[src/rtl/subcyc_pkg.sv]
package subcyc_pkg;
  // number of subcycles in one instruction cycle
  localparam int unsigned SUBCYC_COUNT = 8;
  // ring position loaded by a marker-driven alignment
  localparam int unsigned SUBCYC_HOME  = 0;
endpackage

[src/rtl/subcyc_strobe_rise.sv]
// Detects the first clk edge at which a registered strobe is high.
module subcyc_strobe_rise (
  input  logic clk,
  input  logic rst_n,
  input  logic strobe,
  output logic rise
);
  logic strobe_q;

  always_ff @(posedge clk or negedge rst_n) begin
    if (!rst_n) strobe_q <= 1'b0;
    else        strobe_q <= strobe;
  end

  assign rise = strobe & ~strobe_q;
endmodule

[src/rtl/subcyc_sync_latch.sv]
// Holds a seen-marker flag from the sampling window until the next ring step.
module subcyc_sync_latch (
  input  logic clk,
  input  logic rst_n,
  input  logic window,
  input  logic marker,
  input  logic consume,
  output logic pend
);
  always_ff @(posedge clk or negedge rst_n) begin
    if (!rst_n) pend <= 1'b0;
    else        pend <= (pend & ~consume) | (window & marker);
  end
endmodule

[src/rtl/subcyc_ring.sv]
// One-hot ring: dark after reset, loads home on aligned steps, else rotates.
module subcyc_ring #(
  parameter int unsigned NSUB = 8,
  parameter int unsigned HOME = 0
) (
  input  logic            clk,
  input  logic            rst_n,
  input  logic            step,
  input  logic            load,
  output logic [NSUB-1:0] q
);
  localparam logic [NSUB-1:0] HOME_VEC = {{(NSUB-1){1'b0}}, 1'b1} << HOME;

  always_ff @(posedge clk or negedge rst_n) begin
    if (!rst_n) begin
      q <= '0;
    end else if (step) begin
      if (load) q <= HOME_VEC;
      else      q <= {q[NSUB-2:0], q[NSUB-1]};
    end
  end
endmodule

[src/rtl/subcycle_recover.sv]
module subcycle_recover #(
  parameter int unsigned NSUB = subcyc_pkg::SUBCYC_COUNT,
  parameter int unsigned HOME = subcyc_pkg::SUBCYC_HOME
) (
  input  logic            clk,
  input  logic            rst_n,
  input  logic            clk1,
  input  logic            clk2,
  input  logic            sync_in,
  output logic [NSUB-1:0] subcyc,
  output logic            locked
);
  logic adv;
  logic pend;

  subcyc_strobe_rise u_rise (
    .clk    (clk),
    .rst_n  (rst_n),
    .strobe (clk1),
    .rise   (adv)
  );

  subcyc_sync_latch u_sync (
    .clk     (clk),
    .rst_n   (rst_n),
    .window  (clk2),
    .marker  (sync_in),
    .consume (adv),
    .pend    (pend)
  );

  subcyc_ring #(.NSUB(NSUB), .HOME(HOME)) u_ring (
    .clk   (clk),
    .rst_n (rst_n),
    .step  (adv),
    .load  (pend),
    .q     (subcyc)
  );

  always_ff @(posedge clk or negedge rst_n) begin
    if (!rst_n)          locked <= 1'b0;
    else if (adv & pend) locked <= 1'b1;
  end
endmodule

[config.mk]
export PLATFORM = sky130hd
export DESIGN_NAME = subcycle_recover
export DESIGN_NICKNAME = d
export VERILOG_FILES = /design/src/rtl/subcyc_pkg.sv /design/src/rtl/subcyc_strobe_rise.sv /design/src/rtl/subcyc_sync_latch.sv /design/src/rtl/subcyc_ring.sv /design/src/rtl/subcycle_recover.sv
export SDC_FILE = /design/constraint.sdc
export NUM_CORES = 1
export LEC_CHECK = 0
export ABC_CLOCK_PERIOD_IN_PS = 1200
export BUFFER_PORTS_ARGS = -buffer_cell sky130_fd_sc_hd__buf_2
export CORE_MARGIN = 1
export CORE_UTILIZATION = 25
export CTS_CLUSTER_SIZE = 25
export DETAILED_ROUTE_END_ITERATION = 6
export GPL_ROUTABILITY_DRIVEN = 0
export PLACE_DENSITY_LB_ADDON = 0.1
export SYNTH_ARGS = -nofsm -noshare
export SYNTH_HDL_FRONTEND = slang
export SYNTH_SLANG_ARGS = --single-unit
[constraint.sdc]
create_clock -name clk -period 1.2 [get_ports clk]
set_input_delay 0.36 -clock clk [delete_from_list [all_inputs] [get_ports clk]]
set_output_delay 0.36 -clock clk [all_outputs]
set_load 0.05 [all_outputs]
==> reports/qor.yml <==
r2r_cells: 3
crit_buf_inv: 1
worstPathMaxFanout: 3
crit_path_top_delay_cell: "dfrtp_1"
yosysTopAreaCell: "dfrtp_1"
worstHoldStart: "clk1"
syn_to_final_growth_pct: 51.27
grt_pass1_wl_um: 1483
setup_viol: 0
relSlewSlack: 0.7756
cts_root_buf: "clkbuf_4"
synth_area_per_cell_sq_um: 14.08
drc: 0
first_global_vias: 365
portBuffers: 13
dp_slack_ps: 34.04
rsz0062_at_grt: "yes"
powerDensity_nw_per_um2: 1305
min_path_cells: 1
critical-path-top-delay-family: "flip-flops"
initial_core_util: 0.2765
max_stage_delay_ps: 400
vias: 336
fmax_mhz: 845.0
die_w_um: 46.41
synth-seq-cells: 11
fin_setup_tns_ps: 0
stdcell_area_sq_um: 745.7
ff2ff_setup_slack_ps: 110
synth_nets: 40
required_ps: 840
nNetsFinal: 66
fin_ws_ps: 16.53
crit_arrival_ps: 820
synth_top_cell_area_share: 0.5584
vdd_ir_drop_max_uv: 590.7
cts.path.max_buffers: 2
hold_viol: 0
final_antenna_net_count: 0
synth_cells: 35
drtIter0Drc: 3
grt_remaining_overflow: 0
io_pins: 14
routedWlPerCell_um: 10.84
routed_via_density: 3.953
holdCritPathClass: "primary input to flop"
yosysUniqueCellTypes: 12
clk_pin_slew_worst_paths_ps: 70
die_area_sq_um: 2153
fin_skew_ps: 3.465
syn-cell-area_sq_um: 493.0
status: "finished, final reports clean"
hold-path-endpoint: "u_rise.strobe_q$_DFF_PN0_"
clk_latency_ps: 260
die_h_um: 46.41
synth_area_leaders: "dfrtp_1, mux2_4, nor2b_1"
crit_type: "flop to output port"
timing.final.crit_share: 0.9862
fill_cells: 180
seq_area_frac_synth: 0.5584
cts_tree: "yes"
drive_above_1_share: 0.5667
cts_sinks: 11
yosys_warnings: 0
placed_area_sq_um: 593.1
grt_usage: 0.1013
cp-start-kind: "flop"
n_antenna_cell: 0
drv_cap: 0
fin_crit_ps: 1183
finalMaxSlewViolations: 0
h-tree-depth: 1
hpwl_um: 617
grt_max_degree: 12
rr_startpoint: "u_rise.strobe_q$_DFF_PN0_"
crit_path_end_kind: "output port"
tightestPinTransition_ps: 336.6
core_sq_um: 1783
crit_path_cell_trace: "buf_6"
r2r-end: "u_ring.q[2]$_DFFE_PN0P_"
p_leak_nw: 0.3738
dr.pass1.iters: 4
antenna_found_initial: 0
power_mw: 0.9732
wl_um: 921
rows: 15
cts_buffers: 3
registers in the layout, indices dropped and copies added (netlist names):
register and flops:
locked 1, u_ring.q 8, u_rise.strobe_q 1, u_sync.pend 1
repair_timing:
| item | CTS | global route |
|---|---|---|
| hold endpoints to repair | 11 | 0 |
| hold buffers | 1 | 0 |
| pin swaps | 0 | 0 |
| endpoints found under the setup margin | 9 | 7 |
| gates resized for setup | 18 | 0 |
| cloned | 0 | 0 |
| setup buffers | 6 | 2 |
cell usage in the layout, fill, tap and decap left out, drive strengths merged, types with 2 or more instances in the layout:
cell	count
nor2b	8
clkbuf	4
mux2	7
dfrtp	11
buf	22
inv	2
routing by layer:
layer,up-vias,part of all wire,wire length [um],GRT usage
li1,164,-,-,-
met2,12,0.44,403,0.1611
met1,158,0.50,456,0.1232
met5,-,0,0,0
met4,0,0.0054,5,0.05294
met3,2,0.061,56,0.02745
worst reg2reg max path: stages (launching register included):
cell and delay, ps:
dfrtp_1 400, nor2b_4 130, buf_12 150, mux2_4 300
cells by family after synthesis:
| group | synth area share |
|---|---|
| multiplexers | 0.2335 |
| buffers and inverters | 0.04822 |
| AO/OA/AOI/OAI | 0.02791 |
| AND/OR/NAND/NOR | 0.1320 |
| flip-flops | 0.5584 |
where the power goes:
group / switching [mW] / total (mW) / internal [mW] / leakage, nW
Combinational: 0.151 / 0.292 / 0.141 / 0.220
Sequential: 0.0320 / 0.435 / 0.403 / 0.139
Clock: 0.118 / 0.247 / 0.128 / 0.0150
Total: 0.301 / 0.973 / 0.672 / 0.374
metrics by stage:
| step | hold WS (ps) | utilization | instances |
|---|---|---|---|
| 2_1_floorplan | 64.41 | - | 35 |
| 3_3_place_gp | 234.7 | 0.3326 | 72 |
| 3_5_place_dp | 247.0 | 0.3326 | 72 |
| 4_1_cts | 203.7 | 0.4098 | 83 |
| 5_1_grt | 208.2 | 0.4182 | 85 |
| 6_report | 216.7 | 0.4182 | 85 |
worst max path at each step:
stage | from | endpoint | slack (ps) | cells after the start
final | u_ring.q[5]$_DFFE_PN0P_ | subcyc[5] | 20 | 1
after detailed placement | clk1 | u_ring.q[5]$_DFFE_PN0P_ | 30 | 4
after global routing | u_ring.q[5]$_DFFE_PN0P_ | subcyc[5] | -10 | 1
after floorplan | u_ring.q[0]$_DFFE_PN0P_ | u_ring.q[1]$_DFFE_PN0P_ | 80 | 2
after global placement | clk1 | u_ring.q[1]$_DFFE_PN0P_ | 50 | 4
after CTS | u_ring.q[6]$_DFFE_PN0P_ | subcyc[6] | -20 | 1
synthesized netlist by cell type:
cell type / instances
mux2i_1: 1
nand2_1: 1
o21ai_0: 1
nor2b_4: 1
buf_6: 1
dfrtp_1: 11
clkbuf_2: 1
nor2_1: 1
nor2b_1: 7
a21o_2: 1
mux2_4: 7
inv_1: 2
final cells by class:
class	instances	area (sq um)	share of cell area
sequential	11	275.3	0.3691
timing repair buffer	23	211.5	0.2836
multi-input combinational	20	193.9	0.2601
tap	25	31.28	0.04195
clock buffer	4	26.28	0.03523
inverter	2	7.507	0.01007
Note: power is estimated with default switching activity, not from simulation.
